### src/rtl/agc_pkg.sv
package agc_pkg;

    localparam int GAIN_W   = 4;
    localparam int GAIN_MAX = 7;
    localparam int STEP_W   = 3;
    localparam int SUM_W    = 6;

    typedef logic signed [GAIN_W-1:0] gain_t;
    typedef logic [STEP_W-1:0]        step_t;

    typedef enum logic [1:0] {
        ACT_KEEP   = 2'd0,
        ACT_ATTACK = 2'd1,
        ACT_DECAY  = 2'd2,
        ACT_WAIT   = 2'd3
    } agc_act_e;

    function automatic gain_t clamp_gain(input logic signed [SUM_W-1:0] v);
        if (v > SUM_W'(GAIN_MAX))
            return gain_t'(GAIN_MAX);
        else if (v < -SUM_W'(GAIN_MAX))
            return gain_t'(-GAIN_MAX);
        else
            return v[GAIN_W-1:0];
    endfunction

    function automatic gain_t step_gain(input gain_t g, input step_t s, input logic up);
        logic signed [SUM_W-1:0] gx;
        logic signed [SUM_W-1:0] sx;
        gx = SUM_W'(g);
        sx = $signed({{(SUM_W-STEP_W){1'b0}}, s});
        return up ? clamp_gain(gx + sx) : clamp_gain(gx - sx);
    endfunction

endpackage

### src/rtl/agc_shift_stage.sv
module agc_shift_stage
    import agc_pkg::*;
#(
    parameter int DATA_W = 16
) (
    input  gain_t                     gain,
    input  logic signed [DATA_W-1:0]  x,
    output logic signed [DATA_W-1:0]  y,
    output logic                      sat,
    output logic        [DATA_W-1:0]  mag
);
    localparam int EXT_W = DATA_W + GAIN_MAX;
    localparam logic signed [DATA_W-1:0] POS_LIM = {1'b0, {(DATA_W-1){1'b1}}};
    localparam logic signed [DATA_W-1:0] NEG_LIM = {1'b1, {(DATA_W-1){1'b0}}};

    logic signed [EXT_W-1:0]  ext;
    logic signed [EXT_W-1:0]  shl;
    logic signed [DATA_W-1:0] shr;
    gain_t                    neg_gain;
    logic [2:0]               amt_l;
    logic [2:0]               amt_r;
    logic                     ovf;
    logic [EXT_W-DATA_W:0]    top_bits;

    always_comb begin
        neg_gain = -gain;
        amt_l    = gain[GAIN_W-1] ? 3'd0 : gain[2:0];
        amt_r    = gain[GAIN_W-1] ? neg_gain[2:0] : 3'd0;
        ext      = {{GAIN_MAX{x[DATA_W-1]}}, x};
        shl      = ext <<< amt_l;
        shr      = x >>> amt_r;
        top_bits = shl[EXT_W-1:DATA_W-1];
        ovf      = !((&top_bits) || (~|top_bits));
        if (gain[GAIN_W-1]) begin
            y   = shr;
            sat = 1'b0;
        end else if (ovf) begin
            y   = shl[EXT_W-1] ? NEG_LIM : POS_LIM;
            sat = 1'b1;
        end else begin
            y   = shl[DATA_W-1:0];
            sat = 1'b0;
        end
        mag = y[DATA_W-1] ? DATA_W'(-y) : DATA_W'(y);
    end

    // a clipped result sits at one of the two range ends
    always_comb begin
        if (sat) begin
            assert_clip_at_limit_R2: assert (y == POS_LIM || y == NEG_LIM);
        end
    end

endmodule

### src/rtl/agc_frame_stats.sv
module agc_frame_stats #(
    parameter int DATA_W = 16,
    parameter int SATC_W = 16
) (
    input  logic              clk,
    input  logic              rst,
    input  logic              valid,
    input  logic [DATA_W-1:0] mag,
    input  logic              sat,
    input  logic              tick,
    output logic [DATA_W-1:0] acc_peak,
    output logic [SATC_W-1:0] acc_sat,
    output logic [DATA_W-1:0] last_peak,
    output logic [SATC_W-1:0] last_sat
);
    localparam logic [SATC_W-1:0] SAT_CAP = {SATC_W{1'b1}};

    logic sat_hit;
    assign sat_hit = valid && sat;

    always_ff @(posedge clk) begin
        if (rst) begin
            acc_peak  <= '0;
            acc_sat   <= '0;
            last_peak <= '0;
            last_sat  <= '0;
        end else if (tick) begin
            last_peak <= acc_peak;
            last_sat  <= acc_sat;
            acc_peak  <= valid ? mag : '0;
            acc_sat   <= sat_hit ? SATC_W'(1) : '0;
        end else begin
            if (valid && mag > acc_peak)
                acc_peak <= mag;
            if (sat_hit && acc_sat != SAT_CAP)
                acc_sat <= acc_sat + SATC_W'(1);
        end
    end

    // a fresh frame holds at most the tick-cycle sample
    assert_frame_restart_R3: assert property (@(posedge clk) disable iff (rst)
        tick |=> acc_sat <= SATC_W'(1));

    // within a frame the counts never fall
    assert_monotone_R3: assert property (@(posedge clk) disable iff (rst)
        !tick |=> (acc_sat >= $past(acc_sat) && acc_peak >= $past(acc_peak)));

endmodule

### src/rtl/agc_gain_ctrl.sv
module agc_gain_ctrl
    import agc_pkg::*;
#(
    parameter int DATA_W = 16,
    parameter int SATC_W = 16,
    parameter int HOLD_W = 8
) (
    input  logic              clk,
    input  logic              rst,
    input  logic              en,
    input  logic              tick,
    input  logic [DATA_W-1:0] acc_peak,
    input  logic [SATC_W-1:0] acc_sat,
    input  logic [DATA_W-1:0] target,
    input  step_t             attack,
    input  step_t             decay,
    input  logic [HOLD_W-1:0] holdoff,
    input  gain_t             manual,
    output gain_t             gain
);
    logic [HOLD_W-1:0] hold_cnt;
    agc_act_e          act;

    always_comb begin
        if (acc_sat != '0 || acc_peak > target)
            act = ACT_ATTACK;
        else if (acc_peak < target)
            act = (hold_cnt == '0) ? ACT_DECAY : ACT_WAIT;
        else
            act = ACT_KEEP;
    end

    always_ff @(posedge clk) begin
        if (rst) begin
            gain     <= '0;
            hold_cnt <= '0;
        end else if (!en) begin
            gain     <= (manual == gain_t'(-8)) ? gain_t'(-GAIN_MAX) : manual;
            hold_cnt <= '0;
        end else if (tick) begin
            unique case (act)
                ACT_ATTACK: begin
                    gain     <= step_gain(gain, attack, 1'b0);
                    hold_cnt <= holdoff;
                end
                ACT_DECAY:  gain     <= step_gain(gain, decay, 1'b1);
                ACT_WAIT:   hold_cnt <= hold_cnt - HOLD_W'(1);
                default:    ;
            endcase
        end
    end

    // gain always inside the shift range
    assert_gain_range_R4: assert property (@(posedge clk) disable iff (rst)
        gain >= gain_t'(-GAIN_MAX) && gain <= gain_t'(GAIN_MAX));

    // under automatic control the gain moves only at frame ticks
    assert_hold_between_frames_R5: assert property (@(posedge clk) disable iff (rst)
        (en && !tick) |=> $stable(gain));

    // an attack never raises the gain
    assert_attack_down_R4: assert property (@(posedge clk) disable iff (rst)
        (en && tick && act == ACT_ATTACK) |=> gain <= $past(gain));

    // disabled control tracks the manual value
    assert_manual_track_R7: assert property (@(posedge clk) disable iff (rst)
        !en |=> (gain == $past(manual) || ($past(manual) == gain_t'(-8) && gain == gain_t'(-GAIN_MAX))));

endmodule

### src/rtl/agc_shift_top.sv
module agc_shift_top
    import agc_pkg::*;
#(
    parameter int DATA_W = 16,
    parameter int SATC_W = 16,
    parameter int HOLD_W = 8
) (
    input  logic                     clk,
    input  logic                     rst,
    input  logic                     in_valid,
    input  logic signed [DATA_W-1:0] in_sample,
    input  logic                     frame_tick,
    input  logic                     agc_en,
    input  logic        [DATA_W-1:0] target_peak,
    input  logic        [2:0]        attack_step,
    input  logic        [2:0]        decay_step,
    input  logic        [HOLD_W-1:0] holdoff_frames,
    input  logic signed [3:0]        manual_gain,
    output logic                     out_valid,
    output logic signed [DATA_W-1:0] out_sample,
    output logic signed [3:0]        cur_gain,
    output logic        [DATA_W-1:0] last_peak,
    output logic        [SATC_W-1:0] last_sat_count,
    output logic                     agc_active,
    output logic                     sat_flag
);
    gain_t                    gain;
    logic signed [DATA_W-1:0] scaled;
    logic                     clip;
    logic        [DATA_W-1:0] mag;
    logic        [DATA_W-1:0] acc_peak;
    logic        [SATC_W-1:0] acc_sat;

    agc_shift_stage #(.DATA_W(DATA_W)) u_shift (
        .gain (gain),
        .x    (in_sample),
        .y    (scaled),
        .sat  (clip),
        .mag  (mag)
    );

    agc_frame_stats #(.DATA_W(DATA_W), .SATC_W(SATC_W)) u_stats (
        .clk       (clk),
        .rst       (rst),
        .valid     (in_valid),
        .mag       (mag),
        .sat       (clip),
        .tick      (frame_tick),
        .acc_peak  (acc_peak),
        .acc_sat   (acc_sat),
        .last_peak (last_peak),
        .last_sat  (last_sat_count)
    );

    agc_gain_ctrl #(.DATA_W(DATA_W), .SATC_W(SATC_W), .HOLD_W(HOLD_W)) u_ctrl (
        .clk      (clk),
        .rst      (rst),
        .en       (agc_en),
        .tick     (frame_tick),
        .acc_peak (acc_peak),
        .acc_sat  (acc_sat),
        .target   (target_peak),
        .attack   (attack_step),
        .decay    (decay_step),
        .holdoff  (holdoff_frames),
        .manual   (manual_gain),
        .gain     (gain)
    );

    assign cur_gain = gain;

    always_ff @(posedge clk) begin
        if (rst) begin
            out_valid  <= 1'b0;
            out_sample <= '0;
            agc_active <= 1'b0;
            sat_flag   <= 1'b0;
        end else begin
            out_valid  <= in_valid;
            agc_active <= agc_en;
            if (in_valid)
                out_sample <= scaled;
            if (frame_tick)
                sat_flag <= (acc_sat != '0);
        end
    end

    // one-cycle latency of the sample strobe
    assert_latency_R1: assert property (@(posedge clk) disable iff (rst)
        in_valid |=> out_valid);
    assert_no_spurious_R1: assert property (@(posedge clk) disable iff (rst)
        !in_valid |=> !out_valid);

    // flag agrees with the latched count
    assert_flag_matches_R8: assert property (@(posedge clk) disable iff (rst)
        sat_flag == (last_sat_count != '0));

    // enable mirror
    assert_enable_mirror_R8: assert property (@(posedge clk) disable iff (rst)
        1'b1 |=> agc_active == $past(agc_en));

endmodule

### config.mk
export PLATFORM = sky130hd
export DESIGN_NAME = agc_shift_top
export DESIGN_NICKNAME = d
export VERILOG_FILES = /design/src/rtl/agc_pkg.sv /design/src/rtl/agc_shift_stage.sv /design/src/rtl/agc_frame_stats.sv /design/src/rtl/agc_gain_ctrl.sv /design/src/rtl/agc_shift_top.sv
export SDC_FILE = /design/constraint.sdc
export NUM_CORES = 1
export LEC_CHECK = 0
export ABC_AREA = 1
export BUFFER_PORTS_ARGS = -buffer_cell sky130_fd_sc_hd__buf_2
export CORE_ASPECT_RATIO = 2
export CORE_MARGIN = 8
export CORE_UTILIZATION = 35
export DETAILED_ROUTE_END_ITERATION = 10
export PLACE_DENSITY_LB_ADDON = 0.25
export REMOVE_ABC_BUFFERS = 1
export SLEW_MARGIN = 20
export SYNTH_ARGS = -nofsm -noshare
export SYNTH_HDL_FRONTEND = slang
export SYNTH_SLANG_ARGS = --single-unit
export TNS_END_PERCENT = 30
### constraint.sdc
create_clock -name clk -period 4.1 [get_ports clk]
set_input_delay 0.41 -clock clk [delete_from_list [all_inputs] [get_ports clk]]
set_output_delay 0.41 -clock clk [all_outputs]
set_load 0.03 [all_outputs]
# Word-level counts from Yosys, hierarchy flattened
# Index checks and enable logic that the tools add are counted.
dict set report classes {
  add_sub_neg 6
  n_mul 0
  div 0
  order_cmp 7
  n_eq_ne 7
  shifts 2
  n_mux 26
  bitwise_logic 1
  reduce_logical 16
}
# operator count
set op_table {}
lappend op_table {{16-bit two-way mux} 9}
lappend op_table {{16-bit > comparator} 2}
lappend op_table {{4-bit two-way mux} 7}
lappend op_table {{16-bit by 3-bit <<< shifter with 23-bit output} 1}
lappend op_table {{16-bit by 1-bit adder with 16-bit output (second input constant)} 1}
lappend op_table {{16-bit < comparator} 1}
lappend op_table {{16-bit inequality test (second input constant)} 1}
lappend op_table {{16-bit negator} 1}
lappend op_table {{8-bit one-hot mux with 2 select lines} 1}
lappend op_table {{16-bit nonzero test} 1}
lappend op_table {{16-bit by 3-bit >>> shifter with 16-bit output} 1}
lappend op_table {{6-bit by 4-bit > comparator with 1-bit output (second input constant)} 2}
lappend op_table {{6-bit by 4-bit < comparator with 1-bit output (second input constant)} 2}
lappend op_table {{8-bit zero test} 1}
lappend op_table {{4-bit one-hot mux with 2 select lines} 1}
lappend op_table {{8-bit AND reduction} 1}
lappend op_table {{8-bit OR reduction} 1}
lappend op_table {{8-bit by 1-bit subtractor with 8-bit output (second input constant)} 1}
lappend op_table {{3-bit two-way mux} 2}
lappend op_table {{2-bit nonzero test} 3}
lappend op_table {{4-bit by 4-bit adder with 5-bit output} 1}
lappend op_table {{4-bit by 4-bit subtractor with 5-bit output} 1}
lappend op_table {{2-bit == test (second input constant)} 2}
lappend op_table {{4-bit == test (second input constant)} 1}
lappend op_table {{other kinds (12)} 20}
dict set report word_totals {
  regBits 95
  latch_bits 0
  ram_bits 0
  romBits 0
  in_bits 55
  output_inout_bits 55
  word_cells 75
  mem_count 0
}

# Depth between registers and ports, before layout
# Gate-level depths: netlist of the first run.
dict set report depth {
  depth_word 13
  ltp_mapped 38
  depth_no_buf 35
}

# Hierarchy
# From an unflattened synthesis of the first run, not the netlist that was laid out.
dict set report hier_totals {
  hier_cells 1193
  hier_area_um2 7553.5
}
# module instances cells_per_inst area_each_um2 seq_area_each_um2
set by_module_without_submodules {}
lappend by_module_without_submodules {agc_frame_stats 1 406 3022.9 1281.2}
lappend by_module_without_submodules {agc_shift_stage 1 421 2094.5 0.0}
lappend by_module_without_submodules {agc_gain_ctrl 1 271 1687.9 240.2}
lappend by_module_without_submodules {agc_shift_top 1 95 748.2 380.4}

# Least setup slack after synthesis of the first run
# Ideal clock, no wire load.
dict set report synth_timing {
  path_type {register -> register}
  from {reg u_ctrl.gain[0]}
  to {reg u_stats.acc_peak[11]}
  setup_time_ps 132
  t_arrival_ps 4533
  required_time_ps 3968
  setup_slack_ps -565
  stages_incl_launch_ff 33
  period_less_slack_ps 4665
  cell_sequence {dfxtp_1 > buf_6 > inv_1 > ha_1 > nand2_1 > clkbuf_1 > o21ai_0 > a21oi_1 > o22ai_1 > inv_1 > nand3_1 > inv_1 > ha_1 > nand3_1 > nor2_2 > inv_1 > nor2_1 > nand3_1 > nand2_1 > nand2_1 > nand2_1 > inv_1 > ha_1 > nand2_1 > inv_1 > nand3_1 > nor3_1 > a21oi_1 > a21oi_1 > nor2_1 > buf_2 > nand3_1 > a21oi_1}
}
dict set report synth_between {
  elab_chain_len 12
}
# element line_no
set synth_lines {}
lappend synth_lines {{start: declaration} agc_gain_ctrl.sv:19} ;# output gain_t gain
lappend synth_lines {{start signal: assignment} agc_gain_ctrl.sv:38} ;# gain <= (manual == gain_t'(-8)) ? gain_t'(-GAIN_MAX) : manual;
lappend synth_lines {{start signal: assignment} agc_gain_ctrl.sv:43} ;# gain <= step_gain(gain, attack, 1'b0);
lappend synth_lines {{start signal: assignment} agc_gain_ctrl.sv:46} ;# ACT_DECAY: gain <= step_gain(gain, decay, 1'b1);
lappend synth_lines {{3-bit two-way mux} agc_shift_stage.sv:27} ;# amt_l = gain[GAIN_W-1] ? 3'd0 : gain[2:0];
lappend synth_lines {{16-bit by 3-bit <<< shifter with 23-bit output} agc_shift_stage.sv:30} ;# shl = ext <<< amt_l;
lappend synth_lines {{8-bit OR reduction} agc_shift_stage.sv:33} ;# ovf = !((&top_bits) || (~|top_bits));
lappend synth_lines {{1-bit zero test} agc_shift_stage.sv:33}
lappend synth_lines {{1-bit logical OR} agc_shift_stage.sv:33}
lappend synth_lines {{16-bit two-way mux} agc_shift_stage.sv:37} ;# end else if (ovf) begin
lappend synth_lines {{16-bit two-way mux *} agc_shift_stage.sv:34} ;# if (gain[GAIN_W-1]) begin
lappend synth_lines {{16-bit negator} agc_shift_stage.sv:44} ;# mag = y[DATA_W-1] ? DATA_W'(-y) : DATA_W'(y);
lappend synth_lines {{16-bit two-way mux *} agc_shift_stage.sv:44}
lappend synth_lines {{16-bit > comparator} agc_frame_stats.sv:33} ;# if (valid && mag > acc_peak)
lappend synth_lines {{1-bit logical AND} agc_frame_stats.sv:33}
lappend synth_lines {{2-bit nonzero test (no line)} -}
lappend synth_lines {{end signal: assignment} agc_frame_stats.sv:30} ;# acc_peak <= valid ? mag : '0;
lappend synth_lines {{end signal: assignment} agc_frame_stats.sv:34} ;# acc_peak <= mag;
lappend synth_lines {{end: declaration} agc_frame_stats.sv:11} ;# output logic [DATA_W-1:0] acc_peak,
# Mark *: on every way between the ends. The rest lies on a longest branch, timed or not. The select of a mux whose other input is x is not followed.
# A chain may end at the register's enable or synchronous reset.

# Worst setup path in the final report of the first run
dict set report layout_timing {
  from {reg u_ctrl.gain[3]}
  to {reg u_stats.acc_peak[10]}
}
# Same word-level chain as after synthesis.

==> results of run 1 <==
## what timing repair did
item | CTS | global route
pin swaps | 11 | 45
resized for setup | 48 | 99
endpoints found under the setup margin | 16 | 16
buffers inserted | 8 | 12
cloned | 3 | 1
## area by class of cell
| class | count | share of cell area (%) |
|---|---|---|
| well taps | 259 | 3.49 |
| repair inverters | 1 | 0.0809 |
| clock inverters | 7 | 0.863 |
| multi-input cells | 777 | 50.7 |
| clock buffers | 9 | 2.43 |
| inverters | 162 | 6.66 |
| flip-flops and latches | 95 | 20.6 |
| repair buffers | 214 | 15.2 |
| diodes | 1 | 0.0270 |
## metal layers
metal / up-vias / wire, microns / share of wire, % / track usage (%)
met2: 182 / 13200 / 56 / 36.9
met3: 81 / 745 / 3.2 / 2.34
met1: 3498 / 7970 / 34 / 16.3
met4: 0 / 1620 / 6.9 / 14.9
met5: - / 0 / 0 / 0
li1: 3901 / - / - / -
## power by group through the flow
stage | Sequential, uW | Combinational [uW] | Clock (uW)
after floorplan | 1110 | 954 | 0
after global placement | 1050 | 1600 | 0
after detailed placement | 1050 | 1610 | 0
after CTS | 1030 | 1710 | 904
after global routing | 1040 | 2090 | 946
final | 1030 | 1890 | 880
## path summary, 6_finish.rpt
check,end,slack [ps],depth (start not counted)
worst max-delay path,u_stats.acc_peak[10]$_SDFFE_PP0P_,100,34
worst min-delay path,u_ctrl.hold_cnt[2]$_SDFFE_PP0P_,320,3
worst max register to register,u_stats.acc_peak[10]$_SDFFE_PP0P_,100,34
worst min register to register,u_stats.last_sat[8]$_SDFFE_PP0P_,450,2
## worst max-delay path: cells and delay by family, from the launching register on
kind	cells	cell delay, ps
flip-flops	1	360
AO/OA/AOI/OAI	4	610
AND/OR/NAND/NOR	22	1930
buffers and inverters	6	540
adder cells (fa/ha/maj)	2	440
## sequential cells by signal, summed over array words and instances (netlist names), 4 cells and up
| signal | flops |
|---|---|
| u_ctrl.hold_cnt | 8 |
| u_stats.acc_sat | 16 |
| u_stats.acc_peak | 16 |
| out_sample | 16 |
| u_stats.last_peak | 16 |
| u_stats.last_sat | 16 |
| u_ctrl.gain | 4 |
## cells in the mapped netlist (all sizes together), types with 6 or more instances
cell and n:
xnor2 6, xor2 8, dfxtp 95, a31oi 7
clkbuf 25, a21oi 55, nand3b 6, o21ai 117
o22ai 11, o211ai 16, inv 160, ha 44
nor3 19, nand4 13, buf 12, nand2 292
nor2 71, nand3 80
## cell families (layout without fill, tap and decap cells)
kind of cell | count (synthesis) | in the layout | synth area share (%)
AO/OA/AOI/OAI | 222 | 222 | 17.9
XOR/XNOR | 14 | 14 | 1.89
adder cells (fa/ha/maj) | 46 | 46 | 8.56
buffers and inverters | 199 | 393 | 11.5
flip-flops | 95 | 95 | 27.6
multiplexers | 4 | 4 | 0.580
other | 0 | 1 | 0
AND/OR/NAND/NOR | 490 | 491 | 32.1
## stage by stage
stage          power (uW)  setup TNS, ps  utilization, %
5_1_grt              4070          -1850            47.9
3_3_place_gp         2650          -1500            42.5
3_5_place_dp         2660          -2340            42.5
6_report             3800              0            47.9
4_1_cts              3650              0            45.5
2_1_floorplan        2060         -17650               -
==> results.sh, run 1 <==
export IMPL_finalHoldViolations=0
export IMPL_synth_main_ff_cell="dfxtp_1"
export IMPL_vias_in_the_first_global_route=7781
export IMPL_antenna_violations_before_repair=1
export IMPL_crit_path_end_kind="flip-flop"
export IMPL_report_final_setup_viol=0
export IMPL_cp_required_ps=4330
export IMPL_fraction_of_power_consumed_by_the_clock_network_pct=23.2
export IMPL_groute_usage_overall_pct=18.9
export IMPL_clkSlewWorstSetupHoldPaths_ps=70
export IMPL_design_die_area_sq_um=24700
export IMPL_global_route_overflow_total=0
export IMPL_route_detailed_vias_per_inst=5.02
export IMPL_synth_cells=1070
export IMPL_gp_routability_congestion=0.899
export IMPL_max_clock_path_buffers=2
export IMPL_placement_cell_area_sq_um=8230
export IMPL_cellPowerDensity_nw_per_um2=410
export IMPL_p_switching_uw=1570
export IMPL_timing_max_slew_rel_slack_pct=55.6
export IMPL_whs_ps=317
export IMPL_peakVddDrop_v=0.000184
export IMPL_final_instance_count_excl_fill=1525
export IMPL_cts_max_level=3
export IMPL_areaGrowthSynthToFinish_pct=34.4
export IMPL_cts_hold_repair_buffers=0
export IMPL_drt_pass1_iter_count=5
export IMPL_critPathSlowestCell="dfxtp_2"
export IMPL_power_switching_share_pct=41.3
export IMPL_tritoncts="yes"
export IMPL_drv_slew=0
export IMPL_mostFrequentLayoutCells="nand2_1 (252), inv_1 (144), buf_2 (109)"
export IMPL_element_type_at_the_critical_path_start="flip-flop"
export IMPL_total_clock_buffers_created_by_cts=9
export IMPL_cp_startpoint="u_ctrl.gain[3]$_SDFFE_PP0P_"
export IMPL_setup_repair_after_global_routing_missed_its_margin="yes"
export IMPL_hold_start="holdoff_frames[2]"
export IMPL_synth_cell_type_count=49
export IMPL_yosysTopAreaCellShare_pct=27.6
export IMPL_seqCellArea_sq_um=1910
export IMPL_grt_first_pass_wirelength_mm=36.8
export IMPL_multiInputGateArea_sq_um=4700
export IMPL_post_route_cell_area_sq_um=9280
export IMPL_cap_violations=0
export IMPL_p_int_uw=2230
export IMPL_drcViolationCount=0
export IMPL_synth_edff_count=0
export IMPL_worst_clock_skew_ps=7.33
export IMPL_timing_worst_slew_pin_value_ps=662
export IMPL_worstSkewPairLatency_ps=350
export IMPL_grt_start_max_net_pins=41
export IMPL_die_y_microns=215
export IMPL_n_fill_cell=2041
export IMPL_cell_seen_most_often_among_critical_path_stages="nand2_2"
export IMPL_dp_hpwl_mm=18.9
export IMPL_min_path_type="in -> reg"
export IMPL_routed_via_count=7662
export IMPL_most_frequent_standard_cell_in_the_layout_excluding_fill_and_tap_cells="nand2_1"
export IMPL_critPathArrivalTime_ps=4230
export IMPL_p_comb_share_pct=49.7
export IMPL_post_synth_main_area_contributors="dfxtp_1 (28%), nand2_1 (15%), inv_1 (8.2%)"
export IMPL_period_minus_slack_ps=4000
export IMPL_io_pins=110
export IMPL_total_detailed_routing_wirelength_mm=23.6
export IMPL_run_status="finished, final reports clean"
export IMPL_synth_async_sr_flop_share_pct=0
export IMPL_crit_path_max_fanout=8
export IMPL_timing_setup_critical_path_class="reg -> reg"
export IMPL_yosysWarnings=0
export IMPL_synthDominantAreaCellType="dfxtp_1"
export IMPL_synthesis_area_per_instance_sq_um=6.45
export IMPL_synth_seq_cells=95
export IMPL_fin_crit_sh_pct=97.5
export IMPL_placed_cells_incl_taps=1484
export IMPL_worst_r2r_startpoint="u_ctrl.gain[3]$_SDFFE_PP0P_"
export IMPL_post_synth_instance_area_sq_um=6900
export IMPL_cts_sink_count=95
export IMPL_place_worst_setup_slack_ps=-180
export IMPL_power_static_leakage_uw=0.00454
export IMPL_drt_first_iter_violations=382
export IMPL_detail_routed_net_length_per_standard_cell_microns=15.5
export IMPL_achievable_frequency_ghz=0.250
export IMPL_max_stage_delay_ps=360
export IMPL_postRouteAntennaNets=0
export IMPL_clock_tree_root_cell="clkbuf_16"
export IMPL_nNetsFinal=1361
export IMPL_final_layout_size_suffix_gt1_share_pct=29.4
export IMPL_row_count=72
export IMPL_seq_power_share_pct=27.2
export IMPL_initial_utilization_pct=35.6
export IMPL_post_route_worst_setup_slack_ps=101
export IMPL_fp_coreArea_sq_um=19400
export IMPL_chip_width_microns=115
export IMPL_numPortBuffers=109
export IMPL_synth_yosys_seq_area_share_pct=27.6
Note: power is estimated with default switching activity, not from simulation.
==> run 2: changes to the inputs <==
--- a/config.mk
+++ b/config.mk
@@ -12,7 +12,6 @@
 export CORE_UTILIZATION = 35
 export DETAILED_ROUTE_END_ITERATION = 10
 export PLACE_DENSITY_LB_ADDON = 0.25
-export REMOVE_ABC_BUFFERS = 1
 export SLEW_MARGIN = 20
 export SYNTH_ARGS = -nofsm -noshare
 export SYNTH_HDL_FRONTEND = slang
==> run 2 against run 1 <==
Net effect:
- first-iteration DRC count shrank 15%
- largest cell class unchanged
- final area shrank 0.88%
- clock skew grew 5.5 ps
- critical path type unchanged
- critical endpoint is now u_stats.acc_peak[8]$_SDFFE_PP0P_
==> results.sh, run 2 (synthesized netlist as in run 1, its figures left out) <==
export IMPL_row_count=72
export IMPL_setup_repair_after_global_routing_missed_its_margin="yes"
export IMPL_timing_setup_critical_path_class="reg -> reg"
export IMPL_cap_violations=0
export IMPL_place_worst_setup_slack_ps=-197
export IMPL_fin_crit_sh_pct=97.6
export IMPL_p_switching_uw=1600
export IMPL_groute_usage_overall_pct=18.5
export IMPL_chip_width_microns=115
export IMPL_post_layout_utilization_of_the_core_pct=47.5
export IMPL_gp_routability_congestion=0.920
export IMPL_critPathArrivalTime_ps=4290
export IMPL_numPortBuffers=109
export IMPL_fp_coreArea_sq_um=19400
export IMPL_report_final_setup_viol=0
export IMPL_total_clock_buffers_created_by_cts=9
export IMPL_initial_utilization_pct=35.6
export IMPL_final_layout_size_suffix_gt1_share_pct=29.1
export IMPL_mostFrequentLayoutCells="nand2_1 (254), inv_1 (145), buf_2 (109)"
export IMPL_tritoncts="yes"
export IMPL_drt_first_iter_violations=323
export IMPL_finalHoldViolations=0
export IMPL_mappedNetlistNets=1171
export IMPL_cts_max_level=3
export IMPL_setup_tns_final_ps=0
export IMPL_cell_seen_most_often_among_critical_path_stages="nand2_4"
export IMPL_fraction_of_power_consumed_by_the_clock_network_pct=21.7
export IMPL_achievable_frequency_ghz=0.250
export IMPL_run_status="finished, final reports clean"
export IMPL_seq_power_share_pct=27.4
export IMPL_n_fill_cell=2008
export IMPL_clkSlewWorstSetupHoldPaths_ps=80
export IMPL_design_die_area_sq_um=24700
export IMPL_p_comb_share_pct=50.8
export IMPL_global_route_overflow_total=0
export IMPL_power_static_leakage_uw=0.00450
export IMPL_routed_via_count=7548
export IMPL_post_route_worst_setup_slack_ps=99.3
export IMPL_worstSkewPairLatency_ps=360
export IMPL_total_detailed_routing_wirelength_mm=23.3
export IMPL_whs_ps=308
export IMPL_drcViolationCount=0
export IMPL_cts_hold_repair_buffers=0
export IMPL_grt_start_max_net_pins=44
export IMPL_peakVddDrop_v=0.000216
export IMPL_max_clock_path_buffers=2
export IMPL_fin_total_pwr_uw=3770
export IMPL_crit_path_end_kind="flip-flop"
export IMPL_clock_tree_root_cell="clkbuf_16"
export IMPL_crit_path_max_fanout=8
export IMPL_detail_routed_net_length_per_standard_cell_microns=15.4
export IMPL_critPathSlowestCell="dfxtp_4"
export IMPL_antenna_violations_before_repair=0
export IMPL_cellPowerDensity_nw_per_um2=410
export IMPL_timing_worst_slew_pin_value_ps=672
export IMPL_die_y_microns=215
export IMPL_grt_first_pass_wirelength_mm=36.4
export IMPL_p_int_uw=2170
export IMPL_cp_required_ps=4390
export IMPL_drv_slew=0
export IMPL_period_minus_slack_ps=4000
export IMPL_drt_pass1_iter_count=5
export IMPL_timing_max_slew_rel_slack_pct=54.9
export IMPL_route_detailed_vias_per_inst=4.99
export IMPL_cts_sink_count=95
export IMPL_io_pins=110
export IMPL_vias_in_the_first_global_route=7504
export IMPL_nNetsFinal=1350
export IMPL_power_switching_share_pct=42.3
export IMPL_max_stage_delay_ps=370
export IMPL_areaGrowthSynthToFinish_pct=33.2
export IMPL_dp_hpwl_mm=18.7
export IMPL_element_type_at_the_critical_path_start="flip-flop"
export IMPL_worst_clock_skew_ps=12.9
export IMPL_n_antenna_cell=0
export IMPL_most_frequent_standard_cell_in_the_layout_excluding_fill_and_tap_cells="nand2_1"
export IMPL_postRouteAntennaNets=0
export IMPL_min_path_type="in -> reg"
==> run 2: path summary, 6_finish.rpt <==
| kind | depth (start not counted) | start | slack [ps] | endpoint |
|---|---|---|---|---|
| worst min-delay path | 3 | holdoff_frames[2] | 310 | u_ctrl.hold_cnt[2]$_SDFFE_PP0P_ |
| worst min register to register | 2 | u_stats.last_sat[2]$_SDFFE_PP0P_ | 450 | u_stats.last_sat[2]$_SDFFE_PP0P_ |
| worst max-delay path | 30 | u_ctrl.gain[3]$_SDFFE_PP0P_ | 100 | u_stats.acc_peak[8]$_SDFFE_PP0P_ |
| worst max register to register | 30 | u_ctrl.gain[3]$_SDFFE_PP0P_ | 100 | u_stats.acc_peak[8]$_SDFFE_PP0P_ |
==> run 2: worst max-delay path: cells and delay by family, from the launching register on <==
kind,cells,cell delay [ps]
DFF,1,370
buffers and inverters,6,780
xor gates and xnor gates,1,220
AOI/OAI and AO/OA,6,830
adders and majority gates,1,290
and+or+nand+nor,16,1400
==> run 2: per-stage QoR <==
stage | cells | instance area [sq um]
2_1_floorplan | 1070 | 6920
3_3_place_gp | 1486 | 8270
3_5_place_dp | 1486 | 8270
4_1_cts | 1502 | 8640
5_1_grt | 1513 | 9190
6_report | 1513 | 9190
==> run 2: power groups by stage <==
stage / sequential (uW) / combinational (uW) / clock [uW]
CTS: 1030 / 1670 / 835
global placement: 1050 / 1630 / 0
floorplan: 1110 / 1000 / 0
detailed placement: 1050 / 1640 / 0
global route: 1040 / 2130 / 870
finish: 1030 / 1920 / 820
==> run 2: timing repair <==
item | CTS | global route
gates resized for setup | 27 | 125
cloned | 0 | 2
endpoints found under the setup margin | 16 | 16
buffers inserted | 0 | 9
pin swaps | 5 | 41
==> run 2: area by class of cell <==
type	count	area [sq um]	area share, %
sequential	95	1910	20.8
tap	259	324	3.52
clock inverter	7	60.1	0.653
timing repair buffer	204	1320	14.4
multi-input combinational	777	4730	51.4
inverter	162	623	6.78
clock buffer	9	225	2.45
==> run 2: layer usage <==
layer	track usage [%]	share of wire, %	wire [microns]	vias up
li1	-	-	-	3867
met1	17.1	34	8000	3427
met2	35.3	56	13000	184
met3	2.23	3.1	731	70
met4	13.8	6.9	1620	0
met5	0	0	0	-
